<file path="config.mk">
export PLATFORM = sky130hd
export DESIGN_NAME = cfg_bar_unit
export DESIGN_NICKNAME = d
export VERILOG_FILES = /design/src/rtl/cfg_bar_pkg.sv /design/src/rtl/cfg_bar_rstsync.sv /design/src/rtl/cfg_bar_store.sv /design/src/rtl/cfg_bar_decode.sv /design/src/rtl/cfg_bar_unit.sv
export SDC_FILE = /design/constraint.sdc
export NUM_CORES = 1
export LEC_CHECK = 0
export ABC_AREA = 1
export BUFFER_PORTS_ARGS = -buffer_cell sky130_fd_sc_hd__buf_4
export CAP_MARGIN = 20
export CORE_ASPECT_RATIO = 0.75
export CORE_MARGIN = 2
export CORE_UTILIZATION = 38
export CTS_BUF_LIST = sky130_fd_sc_hd__clkbuf_2
export DETAILED_ROUTE_END_ITERATION = 7
export GPL_ROUTABILITY_DRIVEN = 0
export PLACE_DENSITY = 0.81
export SLEW_MARGIN = 20
export SYNTH_ARGS = -nofsm -noshare
export SYNTH_HDL_FRONTEND = slang
export SYNTH_HIERARCHICAL = 1
export SYNTH_SLANG_ARGS = --single-unit
</file>
<file path="constraint.sdc">
create_clock -name clk -period 1.4 [get_ports clk]
set_clock_uncertainty 0.2 [all_clocks]
set_input_delay 0.07 -clock clk [delete_from_list [all_inputs] [get_ports clk]]
set_output_delay 0.07 -clock clk [all_outputs]
set_load 0.02 [all_outputs]
</file>
<file path="src/rtl/cfg_bar_pkg.sv">
`timescale 1ns/1ps
package cfg_bar_pkg;

  localparam int DW = 32;

  // Bits that software may write: above the window size, and below 16 in I/O mode
  function automatic logic [DW-1:0] base_mask(input bit is_io, input int size_log2);
    logic [DW-1:0] m;
    for (int i = 0; i < DW; i++) begin
      m[i] = (i >= size_log2) && (!is_io || (i < 16));
    end
    return m;
  endfunction

  // Fixed attribute pattern in the low bits
  function automatic logic [DW-1:0] attr_bits(input bit is_io, input logic [1:0] typ,
                                              input bit pf);
    logic [DW-1:0] a;
    a = '0;
    if (is_io) begin
      a[0] = 1'b1;
    end else begin
      a[2:1] = typ;
      a[3]   = pf;
    end
    return a;
  endfunction

endpackage

</file>
<file path="src/rtl/cfg_bar_rstsync.sv">
`timescale 1ns/1ps
module cfg_bar_rstsync (
  input  logic clk,
  input  logic rst_n,
  output logic srst_n
);
  logic [1:0] sync_q;
  logic [1:0] sync_d;

  always_comb begin
    sync_d = {sync_q[0], 1'b1};
  end

  always_ff @(posedge clk or negedge rst_n) begin
    if (!rst_n) sync_q <= 2'b00;
    else        sync_q <= sync_d;
  end

  assign srst_n = sync_q[1];
endmodule

</file>
<file path="src/rtl/cfg_bar_store.sv">
`timescale 1ns/1ps
module cfg_bar_store #(
  parameter int          DW    = 32,
  parameter logic [DW-1:0] WMASK = '0
) (
  input  logic            clk,
  input  logic            srst_n,
  input  logic            wr_en,
  input  logic [DW/8-1:0] be,
  input  logic [DW-1:0]   wdata,
  output logic [DW-1:0]   base_q
);
  localparam int LANES = DW / 8;

  logic [DW-1:0] lane_mask;
  logic [DW-1:0] upd;
  logic [DW-1:0] base_d;

  genvar g;
  generate
    for (g = 0; g < LANES; g++) begin : g_lane
      assign lane_mask[g*8 +: 8] = {8{be[g]}};
    end
  endgenerate

  always_comb begin
    upd    = lane_mask & WMASK & {DW{wr_en}};
    base_d = (base_q & ~upd) | (wdata & upd);
  end

  always_ff @(posedge clk or negedge srst_n) begin
    if (!srst_n)    base_q <= '0;
    else if (wr_en) base_q <= base_d;
  end
endmodule

</file>
<file path="src/rtl/cfg_bar_decode.sv">
`timescale 1ns/1ps
module cfg_bar_decode #(
  parameter int            DW    = 32,
  parameter bit            IS_IO = 1'b0,
  parameter logic [DW-1:0] WMASK = '0
) (
  input  logic [DW-1:0] base,
  input  logic [DW-1:0] req_addr,
  input  logic          req_is_io,
  input  logic          io_en,
  input  logic          mem_en,
  output logic          hit
);
  logic space_ok;
  logic en_ok;
  logic range_ok;

  generate
    if (IS_IO) begin : g_io
      assign space_ok = req_is_io;
      assign en_ok    = io_en;
    end else begin : g_mem
      assign space_ok = !req_is_io;
      assign en_ok    = mem_en;
    end
  endgenerate

  always_comb begin
    range_ok = ((req_addr & WMASK) == (base & WMASK));
    hit      = space_ok && en_ok && range_ok;
  end
endmodule

</file>
<file path="src/rtl/cfg_bar_unit.sv">
`timescale 1ns/1ps
module cfg_bar_unit #(
  parameter logic [7:0] BAR_OFFSET = 8'h10,
  parameter bit         IS_IO      = 1'b0,
  parameter int         SIZE_LOG2  = 12,
  parameter logic [1:0] MEM_TYPE   = 2'b00,
  parameter bit         PREFETCH   = 1'b0
) (
  input  logic        clk,
  input  logic        rst_n,
  input  logic        cfg_wr,
  input  logic        cfg_rd,
  input  logic [7:0]  cfg_addr,
  input  logic [3:0]  cfg_be,
  input  logic [31:0] cfg_wdata,
  output logic [31:0] cfg_rdata,
  input  logic        io_en,
  input  logic        mem_en,
  input  logic        req_is_io,
  input  logic [31:0] req_addr,
  output logic        hit
);
  localparam int          DW    = cfg_bar_pkg::DW;
  localparam logic [DW-1:0] WMASK = cfg_bar_pkg::base_mask(IS_IO, SIZE_LOG2);
  localparam logic [DW-1:0] ATTR  = cfg_bar_pkg::attr_bits(IS_IO, MEM_TYPE, PREFETCH);

  logic          srst_n;
  logic          sel;
  logic          wr_sel;
  logic          rd_sel;
  logic [DW-1:0] base_q;
  logic [DW-1:0] rdata_d;
  logic [DW-1:0] rdata_q;
  logic          unused_lo;

  assign unused_lo = &{1'b0, cfg_addr[1:0]};

  cfg_bar_rstsync u_rst (
    .clk    (clk),
    .rst_n  (rst_n),
    .srst_n (srst_n)
  );

  always_comb begin
    sel    = (cfg_addr[7:2] == BAR_OFFSET[7:2]);
    wr_sel = cfg_wr && sel;
    rd_sel = cfg_rd && sel;
  end

  cfg_bar_store #(.DW(DW), .WMASK(WMASK)) u_store (
    .clk    (clk),
    .srst_n (srst_n),
    .wr_en  (wr_sel),
    .be     (cfg_be),
    .wdata  (cfg_wdata),
    .base_q (base_q)
  );

  cfg_bar_decode #(.DW(DW), .IS_IO(IS_IO), .WMASK(WMASK)) u_dec (
    .base      (base_q),
    .req_addr  (req_addr),
    .req_is_io (req_is_io),
    .io_en     (io_en),
    .mem_en    (mem_en),
    .hit       (hit)
  );

  // Read path: registered, zero when not selected
  always_comb begin
    rdata_d = rd_sel ? ((base_q & WMASK) | ATTR) : '0;
  end

  always_ff @(posedge clk or negedge srst_n) begin
    if (!srst_n) rdata_q <= '0;
    else         rdata_q <= rdata_d;
  end

  assign cfg_rdata = rdata_q;
endmodule

</file>
Word level (Yosys, flattened, before mapping)
Cells that the tools add are included.
Word-level totals
  bits of input ports: 83
  word-level logic and storage cells: 16
  flip-flop bits (word level): 66
Operators by class
  reductions and logical operators: 5
  mux-type cells: 1
  bitwise logic cells: 5
  equality and inequality tests: 2
Operators with widths (count)
  $and A32 B32 Y32: 3
  $mux W32: 1
  $not A32 Y32: 1
  $or A32 B32 Y32: 1
  $eq A20 B20 Y1: 1
  $eq A6 B3 Y1 const B: 1
  $logic_and A1 B1 Y1: 4
  $logic_not A1 Y1: 1

Longest topological paths before layout
  word-level depth: 6
  gate-level depth with buffers: 8

Cells and area by module
The synthesis kept the hierarchy.
By module, submodules not included
  cfg_bar_store: cells an instance 100, area each 893.4 um^2, instances 1
  cfg_bar_unit: cells an instance 83, area each 874.6 um^2, instances 1
  cfg_bar_decode: cells an instance 101, area each 397.9 um^2, instances 1
  cfg_bar_rstsync: cells an instance 3, area each 53.8 um^2, instances 1

Worst setup path before layout
Ideal clock, no wire load.
  kind: register to output
  start point: register with a tool-made name
  end point: output port hit
  buffers on the path: 0
  path slack: 0.165 ns
  stages on the path, launching flop included: 8
  data required time: 1.130 ns
  data arrival time: 0.965 ns
  path through: dfrtp_1 nand2_1 nand2_1 nor2_1 nand2_1 nor2_1 nand2_1 nor2_2
RTL lines
  end: declaration: line cfg_bar_unit.sv:21  | output logic hit

==> flow_summary.toml <==
[global_routing]
grt_usage_pct = 19.5
antenna_found_initial = 0
overflow = 0
grt_pass1_vias = 2104
grt_pass1_wl_microns = 9290
grt_max_degree = 41

[floorplanning]
die_w_microns = 90.4
die_h_microns = 68.8
ioPinCount = 116
die_area_sq_um = 6210
start_util_pct = 39.5
coreArea_sq_um = 5380
rows = 23

[clock_tree]
insertion_delay_ns = 0.39
root_buffer = "clkbuf_2"
h-tree-depth = 2
cts_tree = "built"
max-clock-path-buffers = 2
clkTransAtPathRegs_ns = 0.22
clock_sinks = 42
numCtsBuffers = 5

[route]
drt_iter0_drc = 75
via_count = 2021
wire_per_inst_microns = 11.8
via_per_inst = 4.27
antenna_left = 0
drc = 0
finalWirelength_microns = 5570
detail_route.first_pass.iterations = 4

[timing]
setup_tns_ns = -0.427
setup_violations = 1
hold_viol = 0
timing.hold.ws_ns = 0.0449
fmax_mhz = 547
period_needed_ns = 1.83
rsz0062_at_grt = "true"
finalMaxSlewViolations = 0
finalCritPeriodShare_pct = 130
setup_slack_ns = -0.427

[status]
failed_checks = "setup timing"
status = "complete, but fails checks"

[cells_and_area]
num_antenna_cells = 0
fin_util_pct = 60.0
drive_above_1_share_pct = 29.6
n_fill_cell = 469
nets = 480
area_growth_pct = 52.0

[pwr]
ir_drop_mv = 0.337
p_total_w = 0.00246
power_leakage_nw = 1.71
powerDensity_nw_per_um2 = 763

[logic_synthesis]
synthCells = 274
syn_area_per_cell_sq_um = 7.76
syn_area_sq_um = 2130
yosys_warnings = 6

[worst_setup_path]
cp.arrival_ns = 1.56
ff2ff_setup_slack_ns = 0.42
worst_setup_path_end_kind = "output port"
cp-start-kind = "flop"
worst_ep_required_time_ns = 1.13
worstSetupPathType = "reg -> out"
reg2reg_depth = 3
worstPathMaxFanout = 4

[placement]
detailed_place_hpwl_microns = 3710
pre_cts_ws_ns = -0.0211
io_buffer_count = 75

[run]
cap_violations = 0

[hold_path]
hold_class = "reg -> async"
-- through the flow --
step | instances | instance area (sq um)
final | 473 | 3230
after global routing | 473 | 3230
after CTS | 473 | 3230
after detailed placement | 422 | 2740
after global placement | 422 | 2740
after floorplan | 285 | 2170
-- power breakdown --
part	total, W	internal (W)	switching [W]
logic	0.000463	0.000238	0.000225
registers	0.00131	0.00126	0.0000460
clock network	0.000689	0.000297	0.000393
total	0.00246	0.00180	0.000664
-- layer usage --
metal / wire, microns / up-vias / track usage, %
met1: 2240 / 928 / 21.7
met2: 2890 / 67 / 38.2
met5: 0 / - / 0
li1: - / 1017 / -
met4: 87 / 0 / 6.35
met3: 350 / 9 / 4.57
-- placed cells by master (no fill, tap or decap), drive strengths merged, types with 2 or more instances in the layout --
cell	instances
nor2	38
o21ai	3
o22ai	2
clkbuf	5
nand2	91
conb	13
nand3	23
clkinv	2
dlygate4sd3	39
dfrtp	42
inv	53
buf	84
-- worst max-delay path, cell delays in order (launching register included) --
cell and delay [ns]:
dfrtp_1 0.46, nand2_1 0.08, nand2_1 0.05, nor2_1 0.11, nand2_1 0.06, nor2_1 0.11, nand2_1 0.07, nor2_2 0.09
buf_6 0.13
-- repair_timing --
action / 4_1_cts / 5_1_grt
pin swaps: 2 / 1
buffers inserted: 4 / 0
endpoints found under the hold margin: 42 / 0
gates resized for setup: 1 / 1
gates cloned: 0 / 0
hold buffers: 39 / 0
setup endpoints to repair: 1 / 2
-- worst max-delay path by stage --
stage                            from   end  slack [ns]  depth (start not counted)
after global routing             flop   hit       -0.59                          9
after CTS                        flop   hit       -0.43                          8
after detailed placement  cfg_addr[2]  flop       -0.02                          8
after global placement    cfg_addr[3]  flop        0.01                          8
after floorplan                  flop   hit        0.17                          7
final                            flop   hit       -0.43                          8
-- area by class of cell --
class	count	area (sq um)	area share [%]
Tap cell	75	93.8	2.90
Clock inverter	3	40.0	1.24
Timing Repair Buffer	123	1050	32.6
Sequential cell	42	1050	32.6
Clock buffer	5	25.0	0.775
Inverter	53	199	6.16
Multi-Input combinational cell	172	767	23.7
(Power assumes the default switching activity.)
